### src/rtl/tree_deser_pkg.sv
`timescale 1ns/1ps
package tree_deser_pkg;

  function automatic int ilog2(input int v);
    int n;
    n = 0;
    while ((1 << (n + 1)) <= v) n++;
    return n;
  endfunction

  function automatic bit is_pow2(input int v);
    return (v > 0) && ((v & (v - 1)) == 0);
  endfunction

  function automatic bit cfg_ok(input int out_w, input int ratio);
    return is_pow2(ratio) && (out_w >= ratio) && ((out_w % ratio) == 0);
  endfunction

  // cycle (counted from the first cycle out of reset) of the first group pulse
  function automatic int first_valid_cycle(input int ratio);
    return ratio - 1 + ilog2(ratio);
  endfunction

endpackage

### src/rtl/split_stage.sv
`timescale 1ns/1ps
module split_stage (
  input  logic clk,
  input  logic rst,
  input  logic take_even,
  input  logic take_odd,
  input  logic d,
  output logic way0,
  output logic way1
);
  // the even sample waits here so both ways update on the same edge
  logic even_hold;

  always_ff @(posedge clk) begin
    if (rst) begin
      even_hold <= 1'b0;
      way0      <= 1'b0;
      way1      <= 1'b0;
    end else begin
      if (take_even) even_hold <= d;
      if (take_odd) begin
        way0 <= even_hold;
        way1 <= d;
      end
    end
  end
endmodule

### src/rtl/tree_level.sv
`timescale 1ns/1ps
module tree_level #(
  parameter int NODES = 2
) (
  input  logic               clk,
  input  logic               rst,
  input  logic               step_in,
  input  logic [NODES-1:0]   d_in,
  output logic               step_out,
  output logic [2*NODES-1:0] d_out
);
  // divide-by-two phase shared by every node on this level
  logic phase;
  logic even_evt;
  logic odd_evt;

  assign even_evt = step_in & ~phase;
  assign odd_evt  = step_in &  phase;

  always_ff @(posedge clk) begin
    if (rst) begin
      phase    <= 1'b0;
      step_out <= 1'b0;
    end else begin
      if (step_in) phase <= ~phase;
      step_out <= odd_evt;
    end
  end

  for (genvar j = 0; j < NODES; j++) begin : g_node
    split_stage u_split (
      .clk      (clk),
      .rst      (rst),
      .take_even(even_evt),
      .take_odd (odd_evt),
      .d        (d_in[j]),
      .way0     (d_out[2*j]),
      .way1     (d_out[2*j+1])
    );
  end
endmodule

### src/rtl/tree_deser.sv
`timescale 1ns/1ps
module tree_deser import tree_deser_pkg::*; #(
  parameter  int OUT_W = 8,
  parameter  int RATIO = 4,
  localparam int IN_W  = OUT_W / RATIO,
  localparam int LVLS  = ilog2(RATIO)
) (
  input  logic             clk,
  input  logic             rst,
  input  logic [IN_W-1:0]  in_data,
  output logic             out_valid,
  output logic [OUT_W-1:0] out_data
);

  if (!cfg_ok(OUT_W, RATIO)) begin : g_bad_cfg
    $error("tree_deser: RATIO must be a power of two dividing OUT_W");
  end

  if (RATIO == 1) begin : g_wire
    assign out_data  = in_data;
    assign out_valid = ~rst;
  end else begin : g_tree
    for (genvar l = 0; l < LVLS; l++) begin : g_lvl
      localparam int NODES = IN_W << l;
      logic [NODES-1:0]   din;
      logic               vin;
      logic [2*NODES-1:0] dout;
      logic               vout;

      if (l == 0) begin : g_src
        assign din = in_data;
        assign vin = 1'b1;
      end else begin : g_chain
        assign din = g_lvl[l-1].dout;
        assign vin = g_lvl[l-1].vout;
      end

      tree_level #(.NODES(NODES)) u_level (
        .clk     (clk),
        .rst     (rst),
        .step_in (vin),
        .d_in    (din),
        .step_out(vout),
        .d_out   (dout)
      );
    end

    assign out_data  = g_lvl[LVLS-1].dout;
    assign out_valid = g_lvl[LVLS-1].vout;
  end
endmodule

### config.mk
export PLATFORM = sky130hd
export DESIGN_NAME = tree_deser
export DESIGN_NICKNAME = d
export VERILOG_FILES = /design/src/rtl/tree_deser_pkg.sv /design/src/rtl/split_stage.sv /design/src/rtl/tree_level.sv /design/src/rtl/tree_deser.sv
export SDC_FILE = /design/constraint.sdc
export NUM_CORES = 1
export LEC_CHECK = 0
export CELL_PAD_IN_SITES_DETAIL_PLACEMENT = 1
export CELL_PAD_IN_SITES_GLOBAL_PLACEMENT = 1
export CORE_UTILIZATION = 40
export DETAILED_ROUTE_END_ITERATION = 8
export DONT_BUFFER_PORTS = 1
export PLACE_DENSITY = 0.65
export SETUP_SLACK_MARGIN = 0.05
export SKIP_LAST_GASP = 1
export SLEW_MARGIN = 15
export SYNTH_ARGS = -nofsm -noshare
export SYNTH_HDL_FRONTEND = slang
export SYNTH_SLANG_ARGS = --single-unit
export TNS_END_PERCENT = 100
### constraint.sdc
create_clock -name clk -period 1.24 [get_ports clk]
set_clock_uncertainty 0.1 [all_clocks]
set_input_delay 0.124 -clock clk [delete_from_list [all_inputs] [get_ports clk]]
set_output_delay 0.124 -clock clk [all_outputs]
set_load 0.03 [all_outputs]
**Word level (Yosys, flattened, before mapping)**

Index checks and enable logic that the tools add are counted.

- Bitwise operators: 4

Operator list:

| cell | number |
|---|---|
| $and A1 B1 Y1 | 2 |
| $not A1 Y1 | 2 |

- Bits in registers: 22
- Input bits: 4
- Output and inout port bits: 9
- Logic and storage cells: 26

**Longest topological paths before layout**

Gate-level depths: netlist (run 1).

- Depth after elaboration: 2
- Mapped depth: 3
- Gate-level depth less buffers: 2

**By module**

From an unflattened synthesis (run 1), not the netlist that was laid out.

- Cells, all modules: 69
- Area, all modules: 779.5 sq um

By module, submodules not included:

| module | instances | cells an instance | area each (sq um) | seq. area each (sq um) |
|---|---|---|---|---|
| split_stage | 6 | 9 | 101.3 | 60.1 |
| tree_level | 2 | 7 | 83.8 | 40.0 |
| tree_deser | 1 | 1 | 3.8 | 0.0 |

**Worst setup path after synthesis (run 1)**

Ideal clock, no wire load.

- Kind: register to register
- From: register g_tree.g_lvl[0].u_level.step_out
- To: register g_tree.g_lvl[1].u_level.g_node[0].u_split.way0
- Arrival: 737 ps
- Data required time: 1068 ps
- Path slack: 331 ps
- Cell stages (with the launch flop): 4
- Clock period less this slack: 909 ps
- Path through: dfxtp_1 and2_4 buf_6 mux2i_1

- Cells in the longest elaborated chain, start to end: 1

Ends and longest elaborated chain:

| what | RTL line | source |
|---|---|---|
| start: declaration | tree_level.sv:9 | `output logic step_out,` |
| start signal: assignment | tree_level.sv:26 | `step_out <= odd_evt;` |
| $and A1 B1 Y1 | tree_level.sv:18 | `assign odd_evt = step_in & phase;` |
| end signal: assignment | split_stage.sv:22 | `way0 <= even_hold;` |
| end: declaration | split_stage.sv:8 | `output logic way0,` |

Every way passes these cells.
A chain may end at the register's enable or synchronous reset.

**Final worst setup path (run 1)**

- From: register g_tree.g_lvl[1].u_level.phase
- To: register g_tree.g_lvl[1].u_level.g_node[0].u_split.even_hold

- Cells in the longest elaborated chain, start to end: 2

Ends and longest elaborated chain:

| what | RTL line | source |
|---|---|---|
| start: declaration | tree_level.sv:13 | `logic phase;` |
| start signal: assignment | tree_level.sv:25 | `if (step_in) phase <= ~phase;` |
| $not A1 Y1 | tree_level.sv:17 | `assign even_evt = step_in & ~phase;` |
| $and A1 B1 Y1 | tree_level.sv:17 |  |
| end signal: assignment | split_stage.sv:16 | `even_hold <= 1'b0;` |
| end signal: assignment | split_stage.sv:20 | `if (take_even) even_hold <= d;` |
| end: declaration | split_stage.sv:12 | `logic even_hold;` |

Every way passes these cells.

==> results of run 1 <==
==> worst max-delay path by stage <==
stage                                                endpoint                             start  slack [ps]
6_report                                                 flop     g_tree.g_lvl[1].u_level.phase         210
5_1_grt                                                  flop     g_tree.g_lvl[1].u_level.phase         130
4_1_cts                                                  flop     g_tree.g_lvl[1].u_level.phase         190
3_5_place_dp                                             flop     g_tree.g_lvl[1].u_level.phase         210
3_3_place_gp                                             flop     g_tree.g_lvl[1].u_level.phase         270
2_1_floorplan  g_tree.g_lvl[1].u_level.g_node[0].u_split.way0  g_tree.g_lvl[0].u_level.step_out         330
==> metal layers <==
| metal | track usage, % | part of all wire [%] | vias up |
|---|---|---|---|
| met5 | 0 | 0 | - |
| met2 | 22.6 | 51 | 9 |
| met3 | 3.74 | 4.1 | 2 |
| met1 | 12.6 | 44 | 247 |
| met4 | 7.35 | 0.88 | 0 |
| li1 | - | - | 258 |
==> registers in the layout (all words and copies together), names as in the netlist <==
| register | count |
|---|---|
| g_tree.g_lvl.u_level.phase | 2 |
| g_tree.g_lvl.u_level.g_node.u_split.way1 | 6 |
| g_tree.g_lvl.u_level.step_out | 2 |
| g_tree.g_lvl.u_level.g_node.u_split.way0 | 6 |
| g_tree.g_lvl.u_level.g_node.u_split.even_hold | 6 |
==> cells by family after synthesis <==
kind of cell | after synthesis | share of synthesized area [%]
buffers and inverters | 13 | 11.7
muxes | 14 | 15.8
DFF | 22 | 49.5
and+or+nand+nor | 31 | 20.3
AOI/OAI and AO/OA | 5 | 2.81
==> placed cells by master, fill, tap and decap left out, drive strengths merged <==
| master | Yosys | final |
|---|---|---|
| a21oi | 5 | 5 |
| and2 | 1 | 1 |
| buf | 13 | 8 |
| clkbuf | 0 | 3 |
| dfxtp | 22 | 22 |
| mux2i | 14 | 14 |
| nand2 | 3 | 3 |
| nand2b | 21 | 21 |
| nor2 | 4 | 4 |
| nor2b | 1 | 1 |
| or2b | 1 | 1 |
==> power groups by stage <==
stage               clock [mW]  combinational [mW]  sequential, mW
global placement             0              0.0464           0.755
finish                   0.310              0.0470           0.739
global route             0.364              0.0529           0.742
CTS                      0.327              0.0480           0.740
detailed placement           0              0.0479           0.756
floorplan                    0              0.0626           0.748
==> per-stage QoR <==
| stage | util [%] | instances | setup WS, ps | hold WS (ps) |
|---|---|---|---|---|
| 6_report | 44.6 | 110 | 206 | -227 |
| 3_5_place_dp | 43.5 | 107 | 214 | 94.9 |
| 2_1_floorplan | - | 85 | 331 | 171 |
| 5_1_grt | 44.6 | 110 | 127 | -254 |
| 3_3_place_gp | 43.5 | 107 | 271 | 92.8 |
| 4_1_cts | 44.6 | 110 | 186 | -240 |
==> layout make-up <==
class,count,share of cell area (%)
multi-input combinational,50,38.3
timing repair buffer,8,6.66
sequential,22,48.8
clock buffer,3,2.50
tap,27,3.74
==> metrics.md, run 1 <==
| Metric | Value |
|---|---|
| Status | finished, violations left |
| Violated checks | negative hold slack |
| # resized after CTS | 0 |
| Critical Path Max Stage Delay | 370 ps |
| Net Count, Synth | 89 |
| Vias in the first global route | 563 |
| CTS Buffer Depth | 2 |
| Num Clock Sinks | 22 |
| Critical path required time | 1370 ps |
| Die Span Y | 49.2 um |
| Hold Path Cell Cnt | 1 |
| CP Cell Sequence | nand2b_1, mux2i_1 |
| Fmax | 0.967 GHz |
| Post-synth EDFFs | 0 |
| P_int | 868 uW |
| Die area | 0.00242 sq mm |
| Core area | 0.00202 sq mm |
| Initial DRC count | 2 |
| Filler Cell Count | 245 |
| Reg2reg path depth | 2 |
| Register bit total from synthesis | 22 |
| DR pass1 iterations | 2 |
| Multi-input logic area | 345 sq um |
| Clock root cell | clkbuf_4 |
| Number of diodes | 0 |
| Sequential power share | 67.4% |
| Final hold vios | 22 |
| Postcts setup bufs | 0 |
| Ys async rst share | 0% |
| Min-Delay Path Class | in -> reg |
| First-pass GRT wire length | 2.26 mm |
| Relative slew slack | 80.2% |
| RD Place Congestion | 0.660 |
| Gr ovfl total | 0 |
| Vias | 516 |
| Critical Path Stages | 2 |
| Area contributors post-synth | dfxtp_1 (50%), mux2i_1 (16%), nand2b_1 (15%) |
| Sw Ratio | 20.9% |
| Post-route DRC | 0 |
| Row count | 16 |
| Combinational group share of total power | 4.3% |
| Crit-path slowest cell | dfxtp_1 |
| Routed WL | 1.26 mm |
| Antenna violations before repair | 0 |
| Fin. max-slew vios | 0 |
| Tcrit/Tclk final | 83.4% |
| Synth Warn # | 0 |
| NetSw | 229 uW |
| Finished layout cell area | 902 sq um |
| Count of unique library cells instantiated by Yosys | 12 |
| Clock buffer count from CTS | 3 |
| Worst EP arrival | 1170 ps |
| PD cells | 1220 mW/mm^2 |
| CTS tree | yes |
| Syn_area_per_cell | 10.5 sq um |
| Worst Hold End | g_tree.g_lvl[0].u_level.phase |
| Crit-path max FO | 5 |
| Largest net degree at the start of global routing | 27 |
| P_leak | 0.372 nW |
| Sequential area share after synthesis | 49.5% |
| Initial Utilization | 44.0% |
| Most numerous cell in the Yosys netlist | dfxtp_1 |
| CP startpoint kind | flop |
| Minimum clock period | 1030 ps |
| Worst skew pair latency | 300 ps |
| Tot Pwr | 1.10 mW |
| Final setup viols | 0 |
| Synthesized instance count | 85 |
| Clock Pin Slew Worst Setup and Hold Paths | 110 ps |
| Top post-synthesis cells by count | dfxtp_1 (22), nand2b_1 (21), mux2i_1 (14), buf_4 (8), a21oi_1 (5) |
| Fin nets | 89 |
| Worst-margin pin slew | 297 ps |
| Crit Path Category | reg -> reg |
| Post-DP HPWL | 905 um |
| Largest area contributor in the netlist | dfxtp_1 |
| Placed Area | 880 sq um |
| Max_cap viols | 0 |
| Critical Path Sink Type | flop |
| Avg WL per Cell | 11.4 um |
| Fin Setup TNS | 0 ps |
| # IOs | 13 |
| Area growth from synthesis to layout | 1.41% |
| Share of layout cells above drive strength 1 | 14.5% |
| Post-Syn Area | 890 sq um |
| Peak VDD IR | 0.612 mV |
| Top FF cell, synth | dfxtp_1 |
| Post-DRT Antenna Nets | 0 |
| Hold slack final | -227 ps |
| Worst Path Buf+Inv | 0 |
| CP top delay family | flip-flops |
| IO buf count | 0 |
| Clock power share | 28.3% |
| Reg2Reg Setup Slack | 210 ps |
| Die width | 49.2 um |
| Reg area | 440 sq um |
| Synth top area share | 49.5% |
| GR Util All Layers | 12.6% |
| CTS H-tree lvls | 1 |
| Post-DR vias/cell | 4.69 |
| RSZ-0062 raised after global routing | no |
| Hold Startpoint | rst |
| Reg-to-reg startpoint | g_tree.g_lvl[1].u_level.phase |
Power figures use the tool's default switching activity.
==> inputs of run 2 (changes only) <==
--- a/config.mk
+++ b/config.mk
@@ -5,12 +5,13 @@
 export SDC_FILE = /design/constraint.sdc
 export NUM_CORES = 1
 export LEC_CHECK = 0
+export ABC_AREA = 1
 export CELL_PAD_IN_SITES_DETAIL_PLACEMENT = 1
 export CELL_PAD_IN_SITES_GLOBAL_PLACEMENT = 1
-export CORE_UTILIZATION = 40
+export CORE_UTILIZATION = 38
 export DETAILED_ROUTE_END_ITERATION = 8
 export DONT_BUFFER_PORTS = 1
-export PLACE_DENSITY = 0.65
+export PLACE_DENSITY = 0.68
 export SETUP_SLACK_MARGIN = 0.05
 export SKIP_LAST_GASP = 1
 export SLEW_MARGIN = 15
==> constraint.sdc (replaced) <==
create_clock -name clk -period 0.94 [get_ports clk]
set_clock_uncertainty 0.1 [all_clocks]
set_input_delay 0.094 -clock clk [delete_from_list [all_inputs] [get_ports clk]]
set_output_delay 0.094 -clock clk [all_outputs]
set_load 0.03 [all_outputs]
==> run 2 against run 1 <==
The run ends with negative hold slack, negative setup slack left. Utilization up 9.1 points. Clock power up 40%. Flip-flop and latch count unchanged. Wire length up 38%. Non-clock buffer count up 7. Count of clock-buffer cells in the layout up 1. Largest cell class unchanged.
==> metrics.md, run 2 <==
| Metric | Value |
|---|---|
| Placed Area | 867 sq um (was 880 sq um) |
| CP Cell Sequence | buf_6 (was nand2b_1, mux2i_1) |
| Area contributors post-synth | dfxtp_1 (55%), nand2_1 (12%), nand3_1 (7.5%) (was dfxtp_1 (50%), mux2i_1 (16%), nand2b_1 (15%)) |
| Num Clock Sinks | 22 (unchanged) |
| Register bit total from synthesis | 22 (unchanged) |
| # IOs | 13 (unchanged) |
| Vias | 658 (was 516) |
| Reg2Reg Setup Slack | -30 ps (was 210 ps) |
| Critical Path Sink Type | output port (was flop) |
| Number of diodes | 0 (unchanged) |
| Hold slack final | -261 ps (was -227 ps) |
| Critical path required time | 750 ps (was 1370 ps) |
| CP top delay family | flip-flops (unchanged) |
| PD cells | 1480 mW/mm^2 (was 1220 mW/mm^2) |
| Combinational group share of total power | 8.5% (was 4.3%) |
| Die area | 0.00229 sq mm (was 0.00242 sq mm) |
| Max_cap viols | 0 (unchanged) |
| Worst Path Buf+Inv | 1 (was 0) |
| Syn_area_per_cell | 7.98 sq um (was 10.5 sq um) |
| Clock Pin Slew Worst Setup and Hold Paths | 120 ps (was 110 ps) |
| Reg-to-reg startpoint | g_tree.g_lvl[0].u_level.step_out (was g_tree.g_lvl[1].u_level.phase) |
| CP startpoint kind | flop (unchanged) |
| NetSw | 380 uW (was 229 uW) |
| Clock power share | 27.8% (was 28.3%) |
| Synth top area share | 55.2% (was 49.5%) |
| Most numerous cell in the Yosys netlist | nand2_1 (was dfxtp_1) |
| Count of unique library cells instantiated by Yosys | 12 (unchanged) |
| Worst Hold End | g_tree.g_lvl[1].u_level.step_out (was g_tree.g_lvl[0].u_level.phase) |
| Gr ovfl total | 0 (unchanged) |
| Initial DRC count | 6 (was 2) |
| Fin. max-slew vios | 0 (unchanged) |
| Fin Setup TNS | -379 ps (was 0 ps) |
| Peak VDD IR | 0.985 mV (was 0.612 mV) |
| Sequential power share | 63.7% (was 67.4%) |
| Finished layout cell area | 0.00105 sq mm (was 902 sq um) |
| P_int | 1.19 mW (was 868 uW) |
| Hold_buf cts | 2 |
| Crit-path slowest cell | dfxtp_2 (was dfxtp_1) |
| Reg2reg path depth | 4 (was 2) |
| Ys async rst share | 0% (unchanged) |
| Min-Delay Path Class | in -> reg (unchanged) |
| Top post-synthesis cells by count | nand2_1 (26), dfxtp_1 (22), nand3_1 (12), nor2_1 (11), inv_1 (10) (was dfxtp_1 (22), nand2b_1 (21), mux2i_1 (14), buf_4 (8), a21oi_1 (5)) |
| Top FF cell, synth | dfxtp_1 (unchanged) |
| Tcrit/Tclk final | 104% |
| Relative slew slack | 82.2% (was 80.2%) |
| Crit-path max FO | 2 (was 5) |
| RSZ-0062 raised after global routing | yes (was no) |
| Final hold vios | 21 (was 22) |
| P_leak | 0.453 nW (was 0.372 nW) |
| Post-DRT Antenna Nets | 0 (unchanged) |
| Critical Path Max Stage Delay | 350 ps (was 370 ps) |
| Antenna violations before repair | 0 (unchanged) |
| Vias in the first global route | 610 (was 563) |
| Fmax | 1.02 GHz |
| CTS Buffer Depth | 2 (unchanged) |
| CTS tree | yes (unchanged) |
| Synth Warn # | 0 (unchanged) |
| Hold Path Cell Cnt | 1 (unchanged) |
| Crit Path Category | reg -> out (was reg -> reg) |
| Worst-margin pin slew | 266 ps (was 297 ps) |
| Most common cell after layout, fill and taps aside | nand2_1 (was dfxtp_1) |
| Synthesized instance count | 100 (was 85) |
| Net Count, Synth | 104 (was 89) |
| Die width | 47.8 um (was 49.2 um) |
| Largest area contributor in the netlist | dfxtp_1 (unchanged) |
| Post-route DRC | 0 (unchanged) |
| Post-synth EDFFs | 0 (unchanged) |
| GR Util All Layers | 17.8% (was 12.6%) |
| Fin nets | 116 (was 89) |
| Biggest regs | g_tree.g_lvl.u_level.g_node.u_split.even_hold x6, g_tree.g_lvl.u_level.g_node.u_split.way0 x6, g_tree.g_lvl.u_level.g_node.u_split.way1 x6 (unchanged) |
| Worst EP arrival | 790 ps (was 1170 ps) |
| Largest net degree at the start of global routing | 15 (was 27) |
| Inst Count DP | 130 (was 107) |
| CTS H-tree lvls | 1 (unchanged) |
| Sequential area share after synthesis | 55.2% (was 49.5%) |
| Post-DP HPWL | 1.15 mm (was 905 um) |
| Post-DR vias/cell | 4.77 (was 4.69) |
| Most frequent cells in the layout | nand2_1 (25), nand3_1 (12), buf_6 (11) (was dfxtp_1 (22), nand2b_1 (21), mux2i_1 (14)) |
| Non-Filler Instances | 138 (was 110) |
| Worst skew pair latency | 310 ps (was 300 ps) |
| Initial Utilization | 40.7% (was 44.0%) |
| Share of layout cells above drive strength 1 | 40.5% (was 14.5%) |
| Sw Ratio | 24.3% (was 20.9%) |
| First-pass GRT wire length | 2.70 mm (was 2.26 mm) |
| Avg WL per Cell | 12.6 um (was 11.4 um) |
| Hold Startpoint | rst (unchanged) |
| Row count | 16 (unchanged) |
| Clock root cell | clkbuf_4 (unchanged) |
| Core area | 0.00196 sq mm (was 0.00202 sq mm) |
| IO buf count | 0 (unchanged) |
| Violated checks | negative hold slack, negative setup slack (was negative hold slack) |
| Minimum clock period | 981 ps |
| DR pass1 iterations | 3 (was 2) |
| RD Place Congestion | 0.700 (was 0.660) |
| Die Span Y | 47.8 um (was 49.2 um) |
| Setup ws final | -40.6 ps (was 206 ps) |
| Clock buffer count from CTS | 3 (unchanged) |
| Status | finished, violations left (unchanged) |
| Post-Syn Area | 798 sq um (was 890 sq um) |
| Area growth from synthesis to layout | 32.1% (was 1.41%) |
| Routed WL | 1.74 mm (was 1.26 mm) |
| Final setup viols | 19 (was 0) |
==> run 2: through the flow <==
stage               worst slack [ps]  hold slack [ps]  power, mW  utilization, %
CTS                            -55.3             -273       1.58            52.2
finish                         -40.6             -261       1.57            53.8
global placement               -8.61             91.4       1.10            44.2
global route                   -89.7             -281       1.64            53.8
floorplan                       62.4             78.2       1.07               -
detailed placement             -55.5             94.1       1.11            44.2
==> run 2: kinds of logic after synthesis <==
group	count (synthesis)	synth area share (%)
and+or+nand+nor	51	27.1
DFF	22	55.2
buffers and inverters	20	13.3
AOI/OAI and AO/OA	7	4.39
==> run 2: worst max path at each step <==
stage | cells after the start | start | to
after detailed placement | 3 | g_tree.g_lvl[0].u_level.phase | g_tree.g_lvl[0].u_level.g_node[0].u_split.way0
after global routing | 4 | g_tree.g_lvl[0].u_level.step_out | flop
after global placement | 4 | g_tree.g_lvl[1].u_level.phase | g_tree.g_lvl[1].u_level.g_node[2].u_split.way0
after CTS | 1 | g_tree.g_lvl[1].u_level.g_node[2].u_split.way1 | out_data[5]
after floorplan | 4 | g_tree.g_lvl[0].u_level.step_out | g_tree.g_lvl[1].u_level.g_node[0].u_split.way0
final | 1 | g_tree.g_lvl[1].u_level.g_node[2].u_split.way1 | out_data[5]
==> run 2: cell type report <==
cell class,instances,area (sq um)
inverters,11,43.8
clock buffers,4,26.3
multi-input cells,59,327
fillers,261,907
repair buffers,15,159
flip-flops and latches,22,465
well taps,27,33.8
==> run 2: repair_timing <==
item | 4_1_cts | 5_1_grt
gates resized for setup | 38 | 10
buffers inserted | 2 | 0
setup endpoints to repair | 26 | 25
pin swaps | 14 | 8
cloned | 1 | 0
hold endpoints to repair | 22 | 22
==> run 2: power groups by stage <==
stage                     Sequential [mW]  Combinational [mW]  Clock [mW]
after floorplan                      1.01              0.0665           0
after global placement               1.01              0.0896           0
after detailed placement             1.01              0.0943           0
after CTS                           0.995               0.125       0.461
after global routing                 1.00               0.150       0.490
final                               0.997               0.134       0.435
==> run 2: per-layer routing <==
metal / GRT usage (%) / part of all wire, % / up-vias
met5: 0 / 0 / -
li1: - / - / 325
met3: 5.28 / 3.5 / 4
met1: 22.4 / 44 / 317
met4: 10.0 / 1.6 / 0
met2: 27.3 / 51 / 12
